===== config.mk =====
export PLATFORM = sky130hd
export DESIGN_NAME = vlptr_unit
export DESIGN_NICKNAME = d
export VERILOG_FILES = /design/src/rtl/vlp_pkg.sv /design/src/rtl/vlp_clamp.sv /design/src/rtl/vlp_arbiter.sv /design/src/rtl/vlp_link.sv /design/src/rtl/vlp_wbslot.sv /design/src/rtl/vlptr_unit.sv
export SDC_FILE = /design/constraint.sdc
export NUM_CORES = 1
export LEC_CHECK = 0
export CORE_MARGIN = 4
export CORE_UTILIZATION = 35
export CTS_CLUSTER_SIZE = 20
export DETAILED_ROUTE_END_ITERATION = 10
export PLACE_DENSITY = 0.67
export SKIP_LAST_GASP = 1
export SLEW_MARGIN = 20
export SYNTH_ARGS = -nofsm -noshare
export SYNTH_HDL_FRONTEND = slang
export SYNTH_HIERARCHICAL = 1
export SYNTH_SLANG_ARGS = --single-unit
export TNS_END_PERCENT = 5

===== constraint.sdc =====
create_clock -name clk -period 6.95 [get_ports clk]
set_clock_uncertainty 0.05 [all_clocks]
set_input_delay 1.39 -clock clk [delete_from_list [all_inputs] [get_ports clk]]
set_output_delay 1.39 -clock clk [all_outputs]
set_load 0.02 [all_outputs]

===== src/rtl/vlp_pkg.sv =====
package vlp_pkg;
  // which event updates the link state in a cycle, highest priority first
  typedef enum logic [2:0] {
    UPD_NONE = 3'd0,
    UPD_CTX  = 3'd1,
    UPD_SET  = 3'd2,
    UPD_FAIL = 3'd3,
    UPD_RF   = 3'd4
  } vlp_src_e;
endpackage


===== src/rtl/vlp_clamp.sv =====
module vlp_clamp #(
  parameter int XW  = 32,
  parameter int MVL = 64,
  localparam int VW = $clog2(MVL + 1)
) (
  input  logic [XW-1:0] value,
  output logic [VW-1:0] clamped
);
  localparam logic [XW-1:0] MVL_X = XW'(MVL);
  localparam logic [VW-1:0] MVL_V = VW'(MVL);

  always_comb begin
    if (value > MVL_X) clamped = MVL_V;
    else               clamped = value[VW-1:0];
  end
endmodule


===== src/rtl/vlp_arbiter.sv =====
module vlp_arbiter
  import vlp_pkg::*;
#(
  parameter int XW   = 32,
  parameter int NREG = 32,
  parameter int MVL  = 64,
  localparam int AW  = $clog2(NREG),
  localparam int VW  = $clog2(MVL + 1)
) (
  input  logic          ctx_we,
  input  logic          sv_valid,
  input  logic [AW-1:0] sv_rd,
  input  logic [VW-1:0] sv_vl,
  input  logic          ff_valid,
  input  logic [VW-1:0] ff_count,
  input  logic          rf_we,
  input  logic [AW-1:0] rf_waddr,
  input  logic [AW-1:0] ptr,
  input  logic [VW-1:0] vl_cur,
  input  logic          wb_free,
  output logic          sv_ready,
  output logic          ff_ready,
  output vlp_src_e      src,
  output logic          wb_load,
  output logic [AW-1:0] wb_load_addr,
  output logic [XW-1:0] wb_load_data
);
  logic linked;
  logic sv_acc;
  logic ff_acc;
  logic ff_hit;
  logic rf_hit;

  assign linked   = (ptr != '0);
  assign sv_ready = wb_free && !ctx_we;
  assign ff_ready = wb_free && !ctx_we && !sv_valid;
  assign sv_acc   = sv_valid && sv_ready;
  assign ff_acc   = ff_valid && ff_ready;
  assign ff_hit   = ff_acc && linked && (ff_count < vl_cur);
  assign rf_hit   = rf_we && linked && (rf_waddr == ptr);

  always_comb begin
    if (ctx_we)      src = UPD_CTX;
    else if (sv_acc) src = UPD_SET;
    else if (ff_hit) src = UPD_FAIL;
    else if (rf_hit) src = UPD_RF;
    else             src = UPD_NONE;
  end

  always_comb begin
    wb_load      = 1'b0;
    wb_load_addr = '0;
    wb_load_data = '0;
    if (src == UPD_SET && sv_rd != '0) begin
      wb_load      = 1'b1;
      wb_load_addr = sv_rd;
      wb_load_data = XW'(sv_vl);
    end else if (src == UPD_FAIL) begin
      wb_load      = 1'b1;
      wb_load_addr = ptr;
      wb_load_data = XW'(ff_count);
    end
  end
endmodule


===== src/rtl/vlp_link.sv =====
module vlp_link
  import vlp_pkg::*;
#(
  parameter int XW   = 32,
  parameter int NREG = 32,
  parameter int MVL  = 64,
  localparam int AW  = $clog2(NREG),
  localparam int VW  = $clog2(MVL + 1)
) (
  input  logic          clk,
  input  logic          rst_n,
  input  vlp_src_e      src,
  input  logic [AW-1:0] ctx_ptr,
  input  logic [XW-1:0] ctx_val,
  input  logic [AW-1:0] sv_rd,
  input  logic [VW-1:0] sv_vl,
  input  logic [VW-1:0] ff_count,
  input  logic [XW-1:0] rf_wdata,
  output logic [AW-1:0] ptr,
  output logic [XW-1:0] shadow
);
  always_ff @(posedge clk) begin
    if (!rst_n) begin
      ptr    <= '0;
      shadow <= '0;
    end else begin
      unique case (src)
        UPD_CTX: begin
          ptr    <= ctx_ptr;
          shadow <= ctx_val;
        end
        UPD_SET: begin
          ptr    <= sv_rd;
          shadow <= XW'(sv_vl);
        end
        UPD_FAIL: shadow <= XW'(ff_count);
        UPD_RF:   shadow <= rf_wdata;
        default: ;
      endcase
    end
  end
endmodule


===== src/rtl/vlp_wbslot.sv =====
module vlp_wbslot #(
  parameter int XW   = 32,
  parameter int NREG = 32,
  localparam int AW  = $clog2(NREG)
) (
  input  logic          clk,
  input  logic          rst_n,
  input  logic          load,
  input  logic [AW-1:0] load_addr,
  input  logic [XW-1:0] load_data,
  input  logic          wb_ready,
  output logic          wb_valid,
  output logic [AW-1:0] wb_addr,
  output logic [XW-1:0] wb_data,
  output logic          free
);
  assign free = !wb_valid || wb_ready;

  always_ff @(posedge clk) begin
    if (!rst_n) begin
      wb_valid <= 1'b0;
      wb_addr  <= '0;
      wb_data  <= '0;
    end else if (load) begin
      wb_valid <= 1'b1;
      wb_addr  <= load_addr;
      wb_data  <= load_data;
    end else if (wb_valid && wb_ready) begin
      wb_valid <= 1'b0;
    end
  end
endmodule


===== src/rtl/vlptr_unit.sv =====
module vlptr_unit
  import vlp_pkg::*;
#(
  parameter int XW   = 32,
  parameter int NREG = 32,
  parameter int MVL  = 64,
  localparam int AW  = $clog2(NREG),
  localparam int VW  = $clog2(MVL + 1)
) (
  input  logic          clk,
  input  logic          rst_n,
  input  logic          sv_valid,
  output logic          sv_ready,
  input  logic [XW-1:0] sv_avl,
  input  logic [AW-1:0] sv_rd,
  input  logic          ff_valid,
  output logic          ff_ready,
  input  logic [VW-1:0] ff_count,
  input  logic          rf_we,
  input  logic [AW-1:0] rf_waddr,
  input  logic [XW-1:0] rf_wdata,
  output logic          wb_valid,
  input  logic          wb_ready,
  output logic [AW-1:0] wb_addr,
  output logic [XW-1:0] wb_data,
  input  logic          ctx_we,
  input  logic [AW-1:0] ctx_ptr,
  input  logic [XW-1:0] ctx_val,
  output logic [VW-1:0] vl_o,
  output logic [AW-1:0] vl_ptr_o
);
  localparam logic [VW-1:0] MVL_V = VW'(MVL);

  vlp_src_e      src;
  logic [VW-1:0] sv_vl;
  logic [VW-1:0] shadow_vl;
  logic [XW-1:0] shadow;
  logic [AW-1:0] ptr;
  logic          wb_free;
  logic          wb_load;
  logic [AW-1:0] wb_load_addr;
  logic [XW-1:0] wb_load_data;

  vlp_clamp #(.XW(XW), .MVL(MVL)) u_req_clamp (.value(sv_avl), .clamped(sv_vl));
  vlp_clamp #(.XW(XW), .MVL(MVL)) u_cur_clamp (.value(shadow), .clamped(shadow_vl));

  // unlinked means the full hardware length
  assign vl_o     = (ptr == '0) ? MVL_V : shadow_vl;
  assign vl_ptr_o = ptr;

  vlp_arbiter #(.XW(XW), .NREG(NREG), .MVL(MVL)) u_arb (
    .ctx_we      (ctx_we),
    .sv_valid    (sv_valid),
    .sv_rd       (sv_rd),
    .sv_vl       (sv_vl),
    .ff_valid    (ff_valid),
    .ff_count    (ff_count),
    .rf_we       (rf_we),
    .rf_waddr    (rf_waddr),
    .ptr         (ptr),
    .vl_cur      (vl_o),
    .wb_free     (wb_free),
    .sv_ready    (sv_ready),
    .ff_ready    (ff_ready),
    .src         (src),
    .wb_load     (wb_load),
    .wb_load_addr(wb_load_addr),
    .wb_load_data(wb_load_data)
  );

  vlp_link #(.XW(XW), .NREG(NREG), .MVL(MVL)) u_link (
    .clk     (clk),
    .rst_n   (rst_n),
    .src     (src),
    .ctx_ptr (ctx_ptr),
    .ctx_val (ctx_val),
    .sv_rd   (sv_rd),
    .sv_vl   (sv_vl),
    .ff_count(ff_count),
    .rf_wdata(rf_wdata),
    .ptr     (ptr),
    .shadow  (shadow)
  );

  vlp_wbslot #(.XW(XW), .NREG(NREG)) u_wb (
    .clk      (clk),
    .rst_n    (rst_n),
    .load     (wb_load),
    .load_addr(wb_load_addr),
    .load_data(wb_load_data),
    .wb_ready (wb_ready),
    .wb_valid (wb_valid),
    .wb_addr  (wb_addr),
    .wb_data  (wb_data),
    .free     (wb_free)
  );
endmodule


# After elaboration in Yosys (flattened, before gate mapping)
# Index checks and enable logic that the tools add are counted.
word_totals:
  ram_bits: 0
  latch_bits: 0
  output_inout_bits: 52
  romBits: 0
  word_cells: 50
  in_bits: 125
  memories: 0
  register_bits: 75
classes:
  bitwise_logic: 0
  n_addsub: 0
  n_eq_ne: 5
  n_mux: 17
  n_div: 0
  shifts: 0
  n_reduce_logical: 20
  magnitude_cmp: 3
  multipliers: 0
ops:
  columns: ["op", "n"]
  rows:
  - ["32-bit one-hot mux with 4 select lines", 1]
  - ["32-bit by 7-bit > comparator with 1-bit output, second input constant", 2]
  - ["32-bit two-way mux", 1]
  - ["7-bit two-way mux", 4]
  - ["3-bit two-way mux", 4]
  - ["1-bit logical AND", 10]
  - ["5-bit two-way mux", 2]
  - ["5-bit one-hot mux with 2 select lines", 1]
  - ["5-bit nonzero test", 2]
  - ["7-bit < comparator", 1]
  - ["3-bit by 2-bit == test with 1-bit output, second input constant", 2]
  - ["5-bit == test", 1]
  - ["5-bit zero test", 1]
  - ["1-bit two-way mux", 4]
  - ["2-bit nonzero test", 2]
  - ["4-bit nonzero test", 1]
  - ["3-bit by 1-bit == test with 1-bit output, second input constant", 1]
  - ["3-bit == test, second input constant", 1]
  - ["1-bit zero test", 3]
  - ["1-bit logical OR", 1]

# Depth between registers and ports, before layout
# Gate-level depths: netlist of run 1.
depth:
  word_depth: 14
  depth_mapped: 15
  mapped_depth_nobuf: 13

# Cells and area by module
# The synthesis of run 1 kept the hierarchy.
modules_own_cells:
  columns: ["mod", "area_per_inst_um2", "cells_per_inst", "seq_area_each_um2", "n_inst"]
  rows:
  - ["vlp_link", 2055.7, 259, 740.7, 1]
  - ["vlp_wbslot", 1455.1, 123, 760.7, 1]
  - ["vlp_arbiter", 625.6, 81, 0.0, 1]
  - ["vlp_clamp", 143.9, 22, 0.0, 2]
  - ["vlptr_unit", 77.6, 9, 0.0, 1]

# Worst setup path after synthesis of run 1
# OpenSTA, ideal clock, no wires.
synth_timing:
  kind: "flip-flop to flip-flop"
  startpoint: "register u_link.shadow[17]"
  endpoint: "register u_link.shadow[14]"
  synth_period_minus_slack_ns: 4.091
  required_ns: 6.782
  setup_slack_ns: 2.859
  n_path_buf: 2
  stages_incl_launch_ff: 16
  setup_ns: 0.118
  arrival_time_ns: 3.922
  path_cell_list: "dfxtp_1 nor4_2 nand2_1 nor3_1 a21boi_0 inv_1 ha_1 nand2_1 o21ai_0 a21oi_1 nor4_1 or3b_2 buf_2 clkbuf_1 o21ai_0 nor3_1"
synth_between:
  elab_chain_len: 10
  elab_cells_between_ends: 14
  classes_between: "order compare: 2; eq/ne: 4; mux: 6; reduce/logical: 2"
synth_rtl:
  columns: ["item", "line_no", "source"]
  rows:
  - ["start: declaration", "vlp_link.sv:20", "output logic [XW-1:0] shadow"]
  - ["start signal: assignment", "vlp_link.sv:30", "shadow <= ctx_val;"]
  - ["start signal: assignment", "vlp_link.sv:34", "shadow <= XW'(sv_vl);"]
  - ["start signal: assignment", "vlp_link.sv:36", "UPD_FAIL: shadow <= XW'(ff_count);"]
  - ["32-bit by 7-bit > comparator with 1-bit output *", "vlp_clamp.sv:13", "if (value > MVL_X) clamped = MVL_V;"]
  - ["7-bit two-way mux *", "vlp_clamp.sv:13", null]
  - ["named net shadow_vl[2]", "vlptr_unit.sv:36", "logic [VW-1:0] shadow_vl;"]
  - ["7-bit two-way mux *", "vlptr_unit.sv:48", "assign vl_o = (ptr == '0) ? MVL_V : shadow_vl;"]
  - ["named net vl_o[2]", "vlptr_unit.sv:29", "output logic [VW-1:0] vl_o,"]
  - ["7-bit < comparator *", "vlp_arbiter.sv:39", "assign ff_hit = ff_acc && linked && (ff_count < vl_cur);"]
  - ["1-bit logical AND *", "vlp_arbiter.sv:39", null]
  - ["3-bit two-way mux *", "vlp_arbiter.sv:45", "else if (ff_hit) src = UPD_FAIL;"]
  - ["3-bit two-way mux *", "vlp_arbiter.sv:44", "else if (sv_acc) src = UPD_SET;"]
  - ["3-bit two-way mux *", "vlp_arbiter.sv:43", "if (ctx_we) src = UPD_CTX;"]
  - ["named net src[2]", "vlptr_unit.sv:34", "vlp_src_e src;"]
  - ["3-bit == test (tied with other cells)", "vlp_link.sv:27", "unique case (src)"]
  - ["32-bit one-hot mux with 4 select lines or 4-bit nonzero test (tied branches)", null, null]
# The timed path passes the listed nets; every way through them passes the cells marked *.
# A chain may end at the register's enable or synchronous reset.

# Worst setup path after layout of run 1
layout_timing:
  startpoint: "register u_link.shadow[17]"
  endpoint: "register u_link.shadow[0]"
layout_between:
  elab_chain_len: 10
  elab_cells_between_ends: 14
  classes_between: "order compare: 2; eq/ne: 4; mux: 6; reduce/logical: 2"
layout_rtl:
  columns: ["item", "line_no"]
  rows:
  - ["32-bit by 7-bit > comparator with 1-bit output *", "vlp_clamp.sv:13"]
  - ["7-bit two-way mux *", "vlp_clamp.sv:13"]
  - ["named net shadow_vl[2]", "vlptr_unit.sv:36"]
  - ["7-bit two-way mux *", "vlptr_unit.sv:48"]
  - ["7-bit < comparator *", "vlp_arbiter.sv:39"]
  - ["1-bit logical AND *", "vlp_arbiter.sv:39"]
  - ["3-bit two-way mux *", "vlp_arbiter.sv:45"]
  - ["3-bit two-way mux *", "vlp_arbiter.sv:44"]
  - ["3-bit two-way mux *", "vlp_arbiter.sv:43"]
  - ["named net src[0]", "vlptr_unit.sv:34"]
  - ["3-bit == test (tied with other cells)", "vlp_link.sv:27"]
  - ["32-bit one-hot mux with 4 select lines or 4-bit nonzero test (tied branches)", null]
# Marks and branches as above.

==> results of run 1 <==
-- registers in the layout, indices dropped and copies added (netlist names) --
| signal | flops |
|---|---|
| u_wb/wb_valid | 1 |
| u_wb/wb_addr | 5 |
| u_wb/wb_data | 32 |
| u_link/ptr | 5 |
| u_link/shadow | 32 |
-- area by class of cell --
cell class,count,area share [%]
sequential,75,23.0
multi-input combinational,384,40.2
clock buffer,10,3.51
timing repair buffer,179,27.5
tap,172,3.30
inverter,20,1.15
clock inverter,6,1.36
-- where the power goes --
part	switching (uW)	internal (uW)
clock network	181	315
registers	26.7	464
logic	140	165
total	347	944
-- stage by stage --
stage          power, uW  hold slack [ns]  setup slack, ns  utilization, %  std cells
3_5_place_dp         804            0.450             1.79            49.0        829
3_3_place_gp         797            0.438             1.90            49.0        829
4_1_cts             1310            0.465             1.97            51.5        845
6_report            1290            0.453             2.00            51.7        846
5_1_grt             1360            0.494             1.49            51.7        846
2_1_floorplan        680            0.439             2.86               -        540
-- critical path, stage by stage, from the launching register on --
cell and delay [ns]:
dfxtp_1 0.32, nor4_2 0.61, nand2_1 0.12, nor3_1 0.14, a21boi_0 0.36, inv_1 0.10, ha_1 0.30, a211oi_1 0.22
o21ai_0 0.21, a211oi_4 0.46, or2_1 0.72, or3_1 0.75, and2_4 0.32, o221a_1 0.19
-- worst max-delay path by stage --
stage / from / endpoint / slack, ns / cells past startpoint
3_5_place_dp: ff_count[2] / u_link/shadow[0] / 1.79 / 9
6_report: u_link/shadow[17] / u_link/shadow[0] / 2.00 / 13
3_3_place_gp: ff_count[2] / u_link/shadow[6] / 1.90 / 9
5_1_grt: u_link/shadow[17] / u_link/shadow[0] / 1.49 / 13
2_1_floorplan: u_link/shadow[17] / u_link/shadow[14] / 2.86 / 15
4_1_cts: u_link/shadow[17] / u_link/shadow[0] / 1.97 / 13
-- synth_stat cells, drive strengths merged (7+ instances only) --
library cell and n:
o21ai 27, nand2b 26, o221a 7, nor3b 10, nor3 37, mux2i 42, nand2 23, inv 20
buf 42, clkbuf 19, nor2b 41, a21oi 57, nor4 14, a22o 12, nor4b 7, a211oi 7
a221oi 7, dfxtp 75, a21boi 7
-- logic make-up (layout without fill, tap and decap cells) --
logic type	Yosys count	after routing	share of synthesized area, %
AO/OA/AOI/OAI	128	128	18.4
XOR/XNOR	6	6	1.17
adder cells (fa/ha/maj)	6	6	1.67
buffers and inverters	81	215	10.6
flip-flops	75	75	33.4
multiplexers	42	42	9.34
other	1	25	0.0833
AND/OR/NAND/NOR	177	177	25.4
-- per-layer routing --
metal | part of all wire [%] | vias to the layer above | global-route usage, %
met5 | 0 | - | 0
met4 | 2.0 | 0 | 5.88
met3 | 5.7 | 20 | 3.68
met2 | 49 | 162 | 30.6
met1 | 43 | 1946 | 22.7
li1 | - | 2096 | -
-- cells in the final DEF (no fill, tap or decap), drive strengths merged, types with 10 or more instances in the layout --
master / Yosys / routed
nor3: 37 / 37
clkdlybuf4s50: 0 / 175
o21ai: 27 / 27
inv: 20 / 21
dfxtp: 75 / 75
nand2b: 26 / 26
nor2b: 41 / 41
clkbuf: 19 / 10
mux2i: 42 / 42
nor3b: 10 / 10
a22o: 12 / 12
a21oi: 57 / 57
conb: 1 / 25
nand2: 23 / 23
nor4: 14 / 14
==> out/metrics.yaml, run 1 <==
status: "finished clean"
synth_top_area_share_pct: 33.4
ir_drop_uv: 132
synthArstFlopShare_pct: 0
wl_per_cell_um: 15.8
cp_data_required_time_ns: 7.17
finalSetupViolCount: 0
seq_area_um2: 1500
core_area_um2: 12600
slew_headroom_pct: 33.7
min_from: "u_wb/wb_valid"
cts_tree: "yes"
multi_input_area_um2: 2620
clk_path_buf_depth: 2
synth_area_leaders: "dfxtp_1 33%, mux2i_1 9.3%, a21oi_1 6.3%, nor2b_1 5.7%, buf_4 4.8%"
min_to: "u_wb/wb_valid"
grt_pass1_wl_mm: 21.4
grtUsageTotal_pct: 18.0
slew_viol_final: 0
power_density_nw_per_um2: 198
dr.first_iter.drc_count: 218
syn_inst: 516
start_util_pct: 35.7
drive_gt1_share_pct: 6.23
tns_ns: 0
die_w_um: 121
num_rows: 41
min_path_type: "reg -> reg"
dieArea_um2: 14700
numPortBuffers: 176
place_area_um2: 6180
hold_buffers: 0
place_hpwl_mm: 10.3
post_cts_resized: 0
n_antenna_cell: 0
cts_made_buffers: 9
final_hold_viol_count: 0
worstMarginPinSlew_ns: 0.994
synth_flop_cell: "dfxtp_1"
path_class: "reg -> reg"
rsz0062_at_grt: "no"
grt_overflow: 0
dr.pass1.iters: 6
vias: 4224
rr_endpoint: "u_link/shadow[0]"
clock-root-buffer: "clkbuf_16"
syn-cell-area_um2: 4500
insertion_delay_ns: 0.33
yosys.area.top_type: "dfxtp_1"
seq_area_frac_synth_pct: 33.4
period_share_pct: 71.3
ys_warn_count: 6
crit_fanout: 26
synth_cell_types: 53
fmax_mhz: 202
ant_nets: 0
r2r_start: "u_link/shadow[17]"
grt_pass1_vias: 4306
start_kind: "register"
synth_edf_count: 0
clk_pin_slew_worst_paths_ns: 0.06
endpoint_kind: "register"
num-nets-final: 800
gp_congestion: 0.826
cap_violations: 0
via_per_inst: 4.99
ff2ff_setup_slack_ns: 2.00
final_cell_area_um2: 6520
r2r_cells: 13
area_delta_synth_final_pct: 44.9
hold_path_depth: 2
ios: 177
arrival_ns: 5.17
p_leak_uw: 0.00233
yosys_register_bits: 75
fillers: 1216
antenna_found_initial: 0
drc_errors: 0
min_period_ns: 4.95
cts.sinks: 75
routed_wl_mm: 13.4
cts_setup_buffers: 0
die_h_um: 121
avgSynthCellArea_um2: 8.72
grt_max_degree: 72
htreeDepth: 3
Note: power is estimated with default switching activity, not from simulation.
==> inputs of run 2 (changes only) <==
==> constraint.sdc (replaced) <==
create_clock -name clk -period 5.1 [get_ports clk]
set_clock_uncertainty 0.05 [all_clocks]
set_input_delay 1.02 -clock clk [delete_from_list [all_inputs] [get_ports clk]]
set_output_delay 1.02 -clock clk [all_outputs]
set_load 0.02 [all_outputs]
==> run 2 against run 1 <==
Against the previous run:
- non-clock buffer count up 4
- sequential power up 36%
- combinational power up 36%
- hold slack better by 0.014 ns
- highest routed layer unchanged
- via count down 0.95%
- clock power up 56%
- flip-flop and latch count unchanged
==> out/metrics.yaml, run 2 (synthesis results as in run 1) <==
rsz0062_at_grt: "no"
cts_made_buffers: 9  # unchanged
ant_nets: 0  # unchanged
cts_setup_buffers: 0  # unchanged
slew_headroom_pct: 32.7  # -0.98 points
cts.sinks: 75  # unchanged
post_cts_resized: 0  # unchanged
grt_max_degree: 72  # unchanged
grt_pass1_vias: 4158  # -3.4%
status: "finished clean"
clk_path_buf_depth: 2  # unchanged
min_path_type: "reg -> reg"
numPortBuffers: 176  # unchanged
path_class: "reg -> reg"
tns_ns: 0  # unchanged
vias: 4184  # -0.95%
die_h_um: 121  # unchanged
cts_tree: "yes"
grt_overflow: 0  # unchanged
crit_fanout: 13  # -50%
ios: 177  # unchanged
dr.pass1.iters: 4  # -2
num-nets-final: 804  # +0.50%
htreeDepth: 3  # unchanged
num_rows: 41  # unchanged
hold_buffers: 0  # unchanged
n_antenna_cell: 0  # unchanged
routed_wl_mm: 13.4  # +0.39%
area_delta_synth_final_pct: 46.3
dieArea_um2: 14700  # unchanged
final_hold_viol_count: 0  # unchanged
dr.first_iter.drc_count: 242  # +11%
drive_gt1_share_pct: 6.78  # +0.55 points
cap_violations: 0  # unchanged
grt_pass1_wl_mm: 21.2  # -0.87%
ir_drop_uv: 166  # +26%
endpoint_kind: "register"
via_per_inst: 4.92  # -1.4%
fmax_mhz: 223  # +10%
start_kind: "register"
clock-root-buffer: "clkbuf_16"
slew_viol_final: 0  # unchanged
gp_congestion: 0.855  # +3.5%
reg.largest.list: "u_link/shadow x32, u_wb/wb_data x32"
cp_data_required_time_ns: 5.25  # -1.92 ns
final_cell_area_um2: 6590  # +0.96%
final_common_cell: "clkdlybuf4s50_1"
core_area_um2: 12600  # unchanged
total_power_uw: 1860  # +44%
p_leak_uw: 0.00237  # +1.7%
antenna_found_initial: 0  # unchanged
wl_per_cell_um: 15.8  # about the same
finalSetupViolCount: 0  # unchanged
drc_errors: 0  # unchanged
clk_pin_slew_worst_paths_ns: 0.06  # about the same
worstMarginPinSlew_ns: 1.01  # +0.0148 ns
start_util_pct: 35.7  # unchanged
layout_common_cells: "175 x clkdlybuf4s50_1, 75 x dfxtp_1, 57 x a21oi_1"
power_density_nw_per_um2: 282  # +43%
die_w_um: 121  # unchanged
place_area_um2: 6220  # +0.61%
place_hpwl_mm: 10.5  # +1.7%
min_period_ns: 4.49  # -0.462 ns
insertion_delay_ns: 0.32  # about the same
period_share_pct: 88.1  # +17 points
grtUsageTotal_pct: 17.6  # -0.36 points
arrival_ns: 4.64  # -0.53 ns
## run 2: path summary, 6_finish.rpt
kind | startpoint | endpoint | slack [ns] | cells past startpoint
max reg2reg | u_link/shadow[17] | u_link/ptr[0] | 0.61 | 14
min | u_link/shadow[7] | u_link/shadow[7] | 0.47 | 2
min reg2reg | u_link/shadow[7] | u_link/shadow[7] | 0.47 | 2
max | u_link/shadow[17] | u_link/ptr[0] | 0.61 | 14
## run 2: through the flow
stage	setup slack (ns)	hold slack, ns	cells	util (%)
2_1_floorplan	1.01	0.439	540	-
3_3_place_gp	0.655	0.441	834	49.3
3_5_place_dp	0.584	0.454	834	49.3
4_1_cts	0.616	0.469	850	52.2
5_1_grt	0.0470	0.489	850	52.2
6_report	0.609	0.467	850	52.2
## run 2: power breakdown
part           leakage [uW]  internal, uW  switching, uW
logic               0.00158           225            191
registers          0.000617           632           36.4
clock network      0.000173           530            246
## run 2: cell type report
class                      count  area [um2]
clock buffer                  10         229
clock inverter                 6         136
fill                        1191        6030
inverter                      20        75.1
multi-input combinational    384        2620
sequential                    75        1500
tap                          172         215
timing repair buffer         183        1810
## run 2: critical path: stages (launching register included)
cell and delay [ns]:
dfxtp_1 0.32, nor4_2 0.57, nand2_1 0.12, nor3_1 0.13
a21boi_0 0.28, inv_1 0.08, ha_1 0.29, a211oi_1 0.22
o21ai_0 0.20, a211oi_4 0.45, or2_1 0.49, buf_4 0.28
xor2_1 0.45, and2_0 0.34, a211oi_1 0.12
## run 2: metal layers
metal / global-route usage [%] / routed length (um)
met2: 31.6 / 6710
met3: 3.45 / 830
met1: 21.9 / 5760
met5: 0 / 0
met4: 3.71 / 119
==> inputs of run 3 (changes only) <==
--- a/config.mk
+++ b/config.mk
@@ -10,8 +10,8 @@
 export CTS_CLUSTER_SIZE = 20
 export DETAILED_ROUTE_END_ITERATION = 10
 export PLACE_DENSITY = 0.67
+export REMOVE_ABC_BUFFERS = 1
 export SKIP_LAST_GASP = 1
-export SLEW_MARGIN = 20
 export SYNTH_ARGS = -nofsm -noshare
 export SYNTH_HDL_FRONTEND = slang
 export SYNTH_HIERARCHICAL = 1
==> run 3 against run 2 <==
Against the previous run:
- global-route usage fell by 0.24 points
- setup slack got worse by 0.17 ns
- core utilization fell by 0.87 points
- power fell by 12%
- critical path depth fell by 1
- combinational power barely moved
- sequential power barely moved
- clock-buffer cell count rose by 4
- die area did not move
- maximum frequency fell by 3.7%
- largest power group is now registers
- highest routed layer unchanged
==> out/metrics.yaml, run 3 (synthesis results as in run 1) <==
max_stage_delay_ns: 0.64  # +0.07 ns
fmax_mhz: 214  # -3.7%
dr.pass1.iters: 5  # +1
crit_chain: "nor4_2 -> nand2_1 -> nor3_1 -> a21boi_0 -> inv_1 -> ha_1 -> a211oi_1 -> o21ai_0 -> a211oi_4 -> or2_1 -> o21ai_2 -> and2_4 -> o221a_1"
min_path_type: "reg -> reg"
dr_wl_met3_um: 619  # -25%
crit_family: "compound AO/OA/AOI/OAI gates"
total_power_uw: 1640  # -12%
gp_congestion: 0.872  # +1.9%
path_class: "reg -> reg"
worstMarginPinSlew_ns: 1.02  # +0.0148 ns
cts.sinks: 75  # unchanged
htreeDepth: 3  # unchanged
via_per_inst: 4.94  # +0.29%
tns_ns: 0  # unchanged
ir_drop_uv: 144  # -13%
area_delta_synth_final_pct: 43.8
clk_pin_slew_worst_paths_ns: 0.05  # about the same
crit_fanout: 26  # +13
cts_made_buffers: 9  # unchanged
grt_pass1_wl_mm: 20.7  # -2.1%
status: "finished clean"
cts_setup_buffers: 0  # unchanged
ant_nets: 0  # unchanged
power_density_nw_per_um2: 253  # -10%
drive_gt1_share_pct: 6.06  # -0.73 points
finalSetupViolCount: 0  # unchanged
clock-root-buffer: "clkbuf_16"
endpoint_kind: "register"
slew_viol_final: 0  # unchanged
p_leak_uw: 0.00232  # -2.4%
cap_violations: 0  # unchanged
final_common_cell: "clkdlybuf4s50_1"
insertion_delay_ns: 0.32  # about the same
ios: 177  # unchanged
clk_path_buf_depth: 2  # unchanged
wl_met1_mm: 5.67  # -1.6%
reg.largest.list: "u_link/shadow x32, u_wb/wb_data x32"
num-nets-final: 803  # -0.12%
die_h_um: 121  # unchanged
core_area_um2: 12600  # unchanged
layout_common_cells: "175 x clkdlybuf4s50_1, 75 x dfxtp_1, 57 x a21oi_1"
routed.top_layer: "met4"
grtUsageTotal_pct: 17.4  # -0.24 points
rsz0062_at_grt: "no"
num_rows: 41  # unchanged
slew_headroom_pct: 31.8  # -0.99 points
min_period_ns: 4.66  # +0.172 ns
grt_pass1_vias: 4309  # +3.6%
drc_errors: 0  # unchanged
route.met2.wl_mm: 6.32  # -5.7%
start_util_pct: 35.7  # unchanged
period_share_pct: 91.4  # +3.4 points
place_hpwl_mm: 9.92  # -5.7%
n_antenna_cell: 0  # unchanged
dieArea_um2: 14700  # unchanged
grt_overflow: 0  # unchanged
cts_tree: "yes"
numPortBuffers: 176  # unchanged
cp_slowest_cell: "or2_1"
arrival_ns: 4.82  # +0.18 ns
worst_hold_slack_ns: 0.462  # -0.00515 ns
dr.first_iter.drc_count: 200  # -17%
hold_buffers: 0  # unchanged
utilization_pct: 51.3  # -0.87 points
wl_per_cell_um: 15.2  # -3.6%
routed_wl_mm: 12.9  # -3.7%
cp_data_required_time_ns: 5.26  # about the same
grt_max_degree: 72  # unchanged
start_kind: "register"
antenna_found_initial: 0  # unchanged
final_hold_viol_count: 0  # unchanged
die_w_um: 121  # unchanged
cp.buffers_inverters: 1  # -1
vias: 4191  # +0.17%
## run 3: cell types whose count changed in the layout (fill, tap and decap cells not counted), sizes merged
| cell | before | now |
|---|---|---|
| buf | 8 | 7 |
| bufinv | 4 | 0 |
| clkbuf | 10 | 14 |
| clkinv | 0 | 1 |
| inv | 21 | 20 |
## run 3: where the power goes
group | total (uW) | switching, uW | internal, uW | leakage [uW]
Sequential | 668 | 35.9 | 633 | 0.000617
Clock | 557 | 227 | 329 | 0.000121
Combinational | 415 | 189 | 225 | 0.00158
Total | 1640 | 452 | 1190 | 0.00232
## run 3: routing by layer
| metal | vias to the layer above | GRT usage [%] |
|---|---|---|
| met5 | - | 0 |
| met4 | 0 | 6.93 |
| met3 | 24 | 3.03 |
| met2 | 137 | 30.0 |
| met1 | 1924 | 21.4 |
| li1 | 2106 | - |
## run 3: final timing paths
check / startpoint / end / slack [ns] / depth (start not counted)
worst min-delay path: u_wb/wb_data[26] / u_wb/wb_data[26] / 0.46 / 2
worst min register to register: u_wb/wb_data[26] / u_wb/wb_data[26] / 0.46 / 2
worst max register to register: u_link/shadow[17] / u_link/shadow[5] / 0.44 / 13
worst max-delay path: u_link/shadow[17] / u_link/shadow[5] / 0.44 / 13
## run 3: worst min-delay path, cell delays in order, from the launching register on
cell and delay, ns:
dfxtp_1 0.32, mux2i_1 0.06, nor2b_1 0.09
## run 3: final cells by class
class                   count  area, um2
flip-flops and latches     75       1500
well taps                 172        215
multi-input cells         384       2630
clock buffers              14        244
repair buffers            182       1800
clock inverters             2       12.5
inverters                  20       75.1
fillers                  1232       6140
## run 3: what timing repair did
action | in CTS | in global routing
setup endpoints to repair | 0 | 7
resized for setup | 0 | 1
hold endpoints to repair | 0 | 0
## run 3: per-stage QoR
step                      std cells  area [um2]  setup slack [ns]
after global routing            849        6470            0.0338
after global placement          833        6210             0.431
final                           849        6470             0.437
after CTS                       849        6470             0.303
after floorplan                 479        4190             -2.33
after detailed placement        833        6210             0.328
